$ cat config.mk
export PLATFORM = sky130hd
export DESIGN_NAME = monitor_entry_seq
export DESIGN_NICKNAME = d
export VERILOG_FILES = /design/src/rtl/mon_entry_pkg.sv /design/src/rtl/tick_counter.sv /design/src/rtl/vec_remap.sv /design/src/rtl/mon_pin_gate.sv /design/src/rtl/monitor_entry_seq.sv
export SDC_FILE = /design/constraint.sdc
export NUM_CORES = 1
export LEC_CHECK = 0
export BUFFER_PORTS_ARGS = -buffer_cell sky130_fd_sc_hd__buf_2
export CORE_AREA = 2 2 49 51
export CTS_BUF_LIST = sky130_fd_sc_hd__clkbuf_8
export CTS_CLUSTER_SIZE = 20
export DETAILED_ROUTE_END_ITERATION = 7
export DIE_AREA = 0 0 51 53
export GPL_TIMING_DRIVEN = 0
export MAX_ROUTING_LAYER = met4
export PLACE_DENSITY = 0.83
export SETUP_SLACK_MARGIN = 0.4
export SYNTH_ARGS = -nofsm -noshare
export SYNTH_HDL_FRONTEND = slang
export SYNTH_SLANG_ARGS = --single-unit
export TNS_END_PERCENT = 20
$ cat constraint.sdc
create_clock -name clk -period 1.42 [get_ports clk]
set_input_delay 0.142 -clock clk [delete_from_list [all_inputs] [get_ports clk]]
set_output_delay 0.142 -clock clk [all_outputs]
set_load 0.02 [all_outputs]
$ cat src/rtl/mon_entry_pkg.sv
package mon_entry_pkg;

    typedef enum logic [1:0] {
        ST_IDLE     = 2'd0,
        ST_WAIT_SEC = 2'd1,
        ST_SEND_BRK = 2'd2,
        ST_READY    = 2'd3
    } mon_state_e;

    typedef struct packed {
        mon_state_e st;
        logic       mon;
        logic       boot;
        logic       rdy;
    } seq_reg_t;

    // vector low bytes (even byte of each pair) that move in monitor mode
    localparam int NUM_VEC = 3;
    localparam logic [NUM_VEC*8-1:0] VEC_LO_TAB = {8'hF6, 8'hFC, 8'hFE};

endpackage

$ cat src/rtl/tick_counter.sv
module tick_counter #(
    parameter int LIMIT = 8
) (
    input  logic clk,
    input  logic rst_n,
    input  logic clr,
    input  logic inc,
    output logic last
);
    localparam int CW = (LIMIT > 1) ? $clog2(LIMIT) : 1;
    localparam logic [CW-1:0] TOP = CW'(LIMIT - 1);

    logic [CW-1:0] cnt_d, cnt_q;

    always_comb begin
        cnt_d = cnt_q;
        if (clr)
            cnt_d = '0;
        else if (inc)
            cnt_d = cnt_q + 1'b1;
    end

    always_ff @(posedge clk) begin
        if (!rst_n)
            cnt_q <= '0;
        else
            cnt_q <= cnt_d;
    end

    assign last = inc && !clr && (cnt_q == TOP);

endmodule

$ cat src/rtl/vec_remap.sv
module vec_remap
    import mon_entry_pkg::*;
#(
    parameter logic [7:0] NORM_PAGE = 8'hFF,
    parameter logic [7:0] MON_PAGE  = 8'hFE
) (
    input  logic        mon_en,
    input  logic        fetch,
    input  logic [15:0] addr_i,
    output logic [15:0] addr_o
);
    logic [NUM_VEC-1:0] hit;

    genvar gi;
    generate
        for (gi = 0; gi < NUM_VEC; gi++) begin : g_vec
            assign hit[gi] = (addr_i[7:1] == VEC_LO_TAB[gi*8+1 +: 7]);
        end
    endgenerate

    logic remap;
    assign remap  = mon_en && fetch && (addr_i[15:8] == NORM_PAGE) && (|hit);
    assign addr_o = {remap ? MON_PAGE : addr_i[15:8], addr_i[7:0]};

endmodule

$ cat src/rtl/mon_pin_gate.sv
module mon_pin_gate (
    input  logic mon_en,
    input  logic irq_hv,
    input  logic rst_hv,
    input  logic clk_sel_bit,
    output logic wdog_dis,
    output logic clk_byp,
    output logic clk_src
);
    assign wdog_dis = mon_en && (irq_hv || rst_hv);
    assign clk_byp  = mon_en && irq_hv;
    assign clk_src  = clk_byp ? 1'b1 : clk_sel_bit;
endmodule

$ cat src/rtl/monitor_entry_seq.sv
module monitor_entry_seq
    import mon_entry_pkg::*;
#(
    parameter int         NUM_SEC_BYTES = 8,
    parameter int         BRK_BITS      = 10,
    parameter logic [1:0] ENTRY_CODE    = 2'b10,
    parameter logic [7:0] NORM_PAGE     = 8'hFF,
    parameter logic [7:0] MON_PAGE      = 8'hFE
) (
    input  logic        clk,
    input  logic        rst_n,
    input  logic [1:0]  mode_sel,
    input  logic        irq_hv,
    input  logic        rst_hv,
    input  logic        swi_req,
    input  logic        byte_vld,
    input  logic [7:0]  byte_data,
    input  logic        bit_tick,
    input  logic        clk_sel_bit,
    input  logic        vec_fetch,
    input  logic [15:0] vec_addr_i,
    output logic        tx_o,
    output logic        mon_active_o,
    output logic        ready_o,
    output logic        sec_vld_o,
    output logic [7:0]  sec_data_o,
    output logic        wdog_dis_o,
    output logic        clk_byp_o,
    output logic        clk_src_o,
    output logic [15:0] vec_addr_o
);
    seq_reg_t s_d, s_q;

    logic in_wait, in_brk, entry_ok, sec_last, brk_last;

    assign in_wait  = (s_q.st == ST_WAIT_SEC);
    assign in_brk   = (s_q.st == ST_SEND_BRK);
    assign entry_ok = (mode_sel == ENTRY_CODE) && (irq_hv || rst_hv);

    tick_counter #(.LIMIT(NUM_SEC_BYTES)) u_byte_cnt (
        .clk   (clk),
        .rst_n (rst_n),
        .clr   (!in_wait),
        .inc   (in_wait && byte_vld),
        .last  (sec_last)
    );

    tick_counter #(.LIMIT(BRK_BITS)) u_bit_cnt (
        .clk   (clk),
        .rst_n (rst_n),
        .clr   (!in_brk),
        .inc   (in_brk && bit_tick),
        .last  (brk_last)
    );

    always_comb begin
        s_d      = s_q;
        s_d.boot = 1'b0;
        s_d.rdy  = 1'b0;
        unique case (s_q.st)
            ST_IDLE: begin
                if (entry_ok && (s_q.boot || swi_req)) begin
                    s_d.st  = ST_WAIT_SEC;
                    s_d.mon = 1'b1;
                end
            end
            ST_WAIT_SEC: begin
                if (sec_last)
                    s_d.st = ST_SEND_BRK;
            end
            ST_SEND_BRK: begin
                if (brk_last) begin
                    s_d.st  = ST_READY;
                    s_d.rdy = 1'b1;
                end
            end
            ST_READY: begin
                s_d.st = ST_READY;
            end
            default: s_d.st = ST_IDLE;
        endcase
    end

    always_ff @(posedge clk) begin
        if (!rst_n) begin
            s_q.st   <= ST_IDLE;
            s_q.mon  <= 1'b0;
            s_q.boot <= 1'b1;
            s_q.rdy  <= 1'b0;
        end else begin
            s_q <= s_d;
        end
    end

    assign tx_o         = !in_brk;
    assign mon_active_o = s_q.mon;
    assign ready_o      = s_q.rdy;
    assign sec_vld_o    = in_wait && byte_vld;
    assign sec_data_o   = byte_data;

    mon_pin_gate u_gate (
        .mon_en      (s_q.mon),
        .irq_hv      (irq_hv),
        .rst_hv      (rst_hv),
        .clk_sel_bit (clk_sel_bit),
        .wdog_dis    (wdog_dis_o),
        .clk_byp     (clk_byp_o),
        .clk_src     (clk_src_o)
    );

    vec_remap #(.NORM_PAGE(NORM_PAGE), .MON_PAGE(MON_PAGE)) u_remap (
        .mon_en (s_q.mon),
        .fetch  (vec_fetch),
        .addr_i (vec_addr_i),
        .addr_o (vec_addr_o)
    );

endmodule

### Word level (Yosys, flattened, before mapping)

Index checks and enable logic that the tools add are counted.

| word-level totals | value |
|---|---|
| bits of input ports | 35 |
| flip-flop bits (word level) | 12 |
| output and inout bits | 31 |
| word-level logic and storage cells | 52 |

| cells by class | value |
|---|---|
| reduce and logical (&&, ||, !) cells | 22 |
| equality and inequality tests | 13 |
| muxes and demuxes | 9 |
| $add $sub $neg | 2 |

Operators with widths:

| kind | number |
|---|---|
| == test 7 bit (second input constant) | 3 |
| logical AND 1 bit | 13 |
| == test 8 bit (second input constant) | 1 |
| 2-to-1 mux 8 bit | 1 |
| one-hot mux 2 bit (4 select lines) | 1 |
| == test 2 bit (second input constant) | 3 |
| 2-to-1 mux 2 bit | 3 |
| AND reduction 2 bit | 3 |
| adder 4 x 1 -> 4 bit (second input constant) | 1 |
| == test 4 bit (second input constant) | 1 |
| inequality test 2 x 1 -> 1 bit (second input constant) | 2 |
| adder 3 x 1 -> 3 bit (second input constant) | 1 |
| == test 3 bit (second input constant) | 1 |
| 2-to-1 mux 1 bit | 3 |
| 2-to-1 mux 3 bit | 1 |
| AND reduction 3 bit | 1 |
| OR reduction 3 bit | 1 |
| == test 2 x 1 -> 1 bit (second input constant) | 1 |
| logical NOT 2 bit | 1 |
| logical OR 1 bit | 2 |
| inequality test 2 bit (second input constant) | 1 |
| logical NOT 1 bit | 1 |

### Logic depth before layout (Yosys ltp)

| logic depth | value |
|---|---|
| depth in word-level cells | 7 |
| mapped depth | 5 |
| mapped depth without buffers | 5 |

### Cells and area by module

A second synthesis with hierarchy kept.

| second synthesis, totals | value |
|---|---|
| cells, all modules | 91 |
| area, all modules | 769.5 um^2 |

Modules (own cells, without submodules):

| module | cells each | area each (um^2) | seq. area each (um^2) | times used |
|---|---|---|---|---|
| monitor_entry_seq | 32 | 274.0 | 100.1 | 1 |
| tick_counter at u_bit_cnt | 22 | 211.5 | 80.1 | 1 |
| tick_counter at u_byte_cnt | 14 | 138.9 | 60.1 | 1 |
| vec_remap | 20 | 123.9 | 0.0 | 1 |
| mon_pin_gate | 3 | 21.3 | 0.0 | 1 |

### Worst setup path after synthesis

OpenSTA, ideal clock, no wires.

| timing | value |
|---|---|
| path type | register -> output |
| start point | register s_q, in the netlist mon_active_o |
| end point | output vec_addr_o[8] |
| slack | 0.189 ns |
| required time | 1.278 ns |
| buffers on the path | 0 |
| arrival | 1.089 ns |
| cell stages (with the launch flop) | 3 |
| path through | dfxtp_1 > nand4_1 > o41a_1 |

| on the way | value |
|---|---|
| word-level cells in the longest chain between the ends | 4 |

Ends and longest elaborated chain:

| item | RTL line | RTL |
|---|---|---|
| start: declaration | monitor_entry_seq.sv:32 | `seq_reg_t s_d, s_q;` |
| logical AND 1 bit (3 in a row) | vec_remap.sv:22 | `assign remap = mon_en && fetch && (addr_i[15:8] == NORM_PAGE) && (\|hit);` |
| 2-to-1 mux 8 bit | vec_remap.sv:23 | `assign addr_o = {remap ? MON_PAGE : addr_i[15:8], addr_i[7:0]};` |
| end: declaration | monitor_entry_seq.sv:30 | `output logic [15:0] vec_addr_o` |

No other way between the ends.

### Worst setup path after layout

Ends and elaborated chain as after synthesis.

==> results.txt <==
Post-synth EDFFs: 0
synth-to-layout area growth: 54.4%
HPWL reported at the end of detailed placement: 1640 um
Rows: 17
# setup viols final: 0
Max stage delay on crit path: 0.34 ns
max-cap violation count: 0
CTS tree: built
area occupied by multi-input gates: 322 um2
CP Capture Type: output pin
R2R setup slack: 0.26 ns
Req. time, crit path: 1.28 ns
Hold Crit Start: rst_n
Final Hold Violating Endpoints: 0
Final Max Tran Viols: 0
top_reg_cell synth: dfxtp_1
async set-reset flop share out of synthesis: 0%
WL final: 1930 um
width of the die: 51 um
met2 Usage GRT: 29.7%
CP startpoint kind: register
FF-to-FF path depth: 5
initial antenna violation count: 0
TritonCTS Sinks: 12
Slew @ Worst Pin: 0.291 ns
Cell variety after synth: 28
Sequential Area: 243 um2
Core ar.: 0.00215 mm2
Setup TNS Final: 0 ns
Cells after Synth: 83
layer with the highest usage: met2
Warnings, synthesis: 0
worst hold path endpoint: s_q[1]
number of DRC violations after detailed-routing iteration 0: 5
post-synthesis sequential area ratio: 33.6%
GR Util met1: 11.5%
I/O pin cnt: 66
outcome: complete, no violations
Via density: 4.56
Initial Util: 33.3%
power density cells: 844 mW/mm2
die area: 0.00270 mm2
VDD IR max: 0.550 mV
vias in the first global route: 679
final setup margin: 0.142 ns
register bit total from synthesis: 12
GR Util met3: 6.78%
clk buf depth: 2
Initial DRT Pass Iterations: 4
cell area after synthesis: 716 um2
largest net degree at the start of global routing: 8
critical-path cell list: nand4_1 > o41a_1 > buf_6
Place WS: 0.274 ns
Static Leakage: 0.000553 uW
crit path max fanout: 4
I/O Buffers: 55
final routed DRC violation total: 0
fmax: 0.782 GHz
Routed Antenna Nets: 0
hold path cells: 2
overall die height: 53 um
FF-to-FF Start: u_byte_cnt.cnt_q[0]
GRT Residual Overflow: 0
first-pass GRT wire length: 2830 um
clock root buffer: clkbuf_8
Antenna diodes: 0
share of cells above drive strength 1: 58.0%
syn_area_per_cell: 8.62 um2
RSZ-0062 raised after global routing: true
crit path time final: 1.28 ns
post-cts hold buffer count: 0
Nets: 183
gr usage total: 14.4%
reg2reg end: s_q[3]
Critical Path AT: 1.14 ns
CTS Buf Count: 3
syn_nets: 122
via count: 779
Critical Path Slowest Stage Cell: dfxtp_2
clk_lat worst skew: 0.24 ns
Crit Path Class: reg -> out
clock slew at reported path FFs: 0.05 ns
fin area: 0.00110 mm2
Slew HR: 80.6%
Final Wtd Congestion: 0.811
# fillers: 203
post-placement cell area: 0.00103 mm2
final clock skew: 0.00178 ns
worst min path class: in -> reg
Final period util: 90.0%
H-Tree Depth: 1
post-DR wirelength/cell: 11.3 um
-- layout by cell type, fill, tap and decap left out, types with 2 or more instances in the layout --
| master | count |
|---|---|
| xnor2_1 | 2 |
| o21a_1 | 2 |
| clkbuf_8 | 4 |
| ha_2 | 2 |
| nand2_1 | 3 |
| mux2i_1 | 2 |
| ha_1 | 2 |
| xor2_1 | 2 |
| dfxtp_1 | 10 |
| inv_1 | 3 |
| nand4_1 | 4 |
| dfxtp_2 | 2 |
| nor2_1 | 9 |
| buf_4 | 17 |
| clkbuf_1 | 8 |
| buf_2 | 54 |
-- kinds of logic (layout without fill, tap and decap cells) --
family,after synthesis,in the layout,share of synthesized area (%)
flops,12,12,33.6
mux,2,2,2.80
simple gates,25,25,18.9
fa+ha+maj,4,4,6.99
xor+xnor,4,4,4.90
compound gates,9,9,10.3
buf+inv,27,87,22.6
-- timing repair --
item / CTS / global route
endpoints found under the hold margin: 0 / 0
endpoints found under the setup margin: 9 / 14
resized for setup: 2 / 1
setup buffers: 1 / 0
-- how the worst max path moves through the flow --
stage                     cells past startpoint             to                 from
after floorplan                               5         s_q[3]  u_byte_cnt.cnt_q[0]
after global placement                        5         s_q[3]  u_byte_cnt.cnt_q[0]
after detailed placement                      5         s_q[3]  u_byte_cnt.cnt_q[0]
after CTS                                     3  vec_addr_o[8]         mon_active_o
after global routing                          3  vec_addr_o[8]         mon_active_o
final                                         3  vec_addr_o[8]         mon_active_o
-- Yosys cell counts (2+ instances only) --
cell / n / share of area, %
buf_4: 16 / 17
clkbuf_1: 8 / 4.2
dfxtp_1: 12 / 34
ha_1: 4 / 7.0
inv_1: 3 / 1.6
mux2i_1: 2 / 2.8
nand2_1: 3 / 1.6
nand4_1: 4 / 3.5
nor2_1: 9 / 4.7
o21a_1: 2 / 2.1
xnor2_1: 2 / 2.4
xor2_1: 2 / 2.4
-- flip-flops by register name, summed over array words and instances, names as in the netlist --
name / flops
u_bit_cnt.cnt_q: 4
mon_active_o: 1
s_q: 3
u_byte_cnt.cnt_q: 3
ready_o: 1
-- power by group --
part | switching (uW) | internal [uW] | total [uW]
combinational | 112 | 105 | 217
clock | 121 | 245 | 366
sequential | 5.24 | 344 | 349
total | 239 | 693 | 932
-- worst max-delay path: cells and delay by family, from the launching register on --
kind | cells | cell delay (ns)
buffers and inverters | 1 | 0.14
flip-flops | 1 | 0.34
AND/OR/NAND/NOR | 1 | 0.08
AO/OA/AOI/OAI | 1 | 0.33
-- layout make-up --
class,instances,share of cell area (%)
buffer,24,13.6
clock buffer,4,4.98
inverter,3,1.02
multi-input combinational,44,29.1
sequential,12,22.0
tap,28,3.17
timing repair buffer,56,26.2
-- metal layers --
metal / vias to the layer above / share of wire [%]
met5: - / 0
met4: 0 / 0
met3: 0 / 14
met2: 46 / 55
met1: 353 / 32
li1: 380 / -
-- metrics by stage --
step	cells	utilization (%)	hold slack (ns)	power (uW)
floorplan	83	-	0.237	482
global placement	166	48.2	0.401	564
detailed placement	166	48.2	0.409	569
CTS	171	51.4	0.152	948
global route	171	51.4	0.157	981
finish	171	51.4	0.165	932
(Power assumes the default switching activity.)
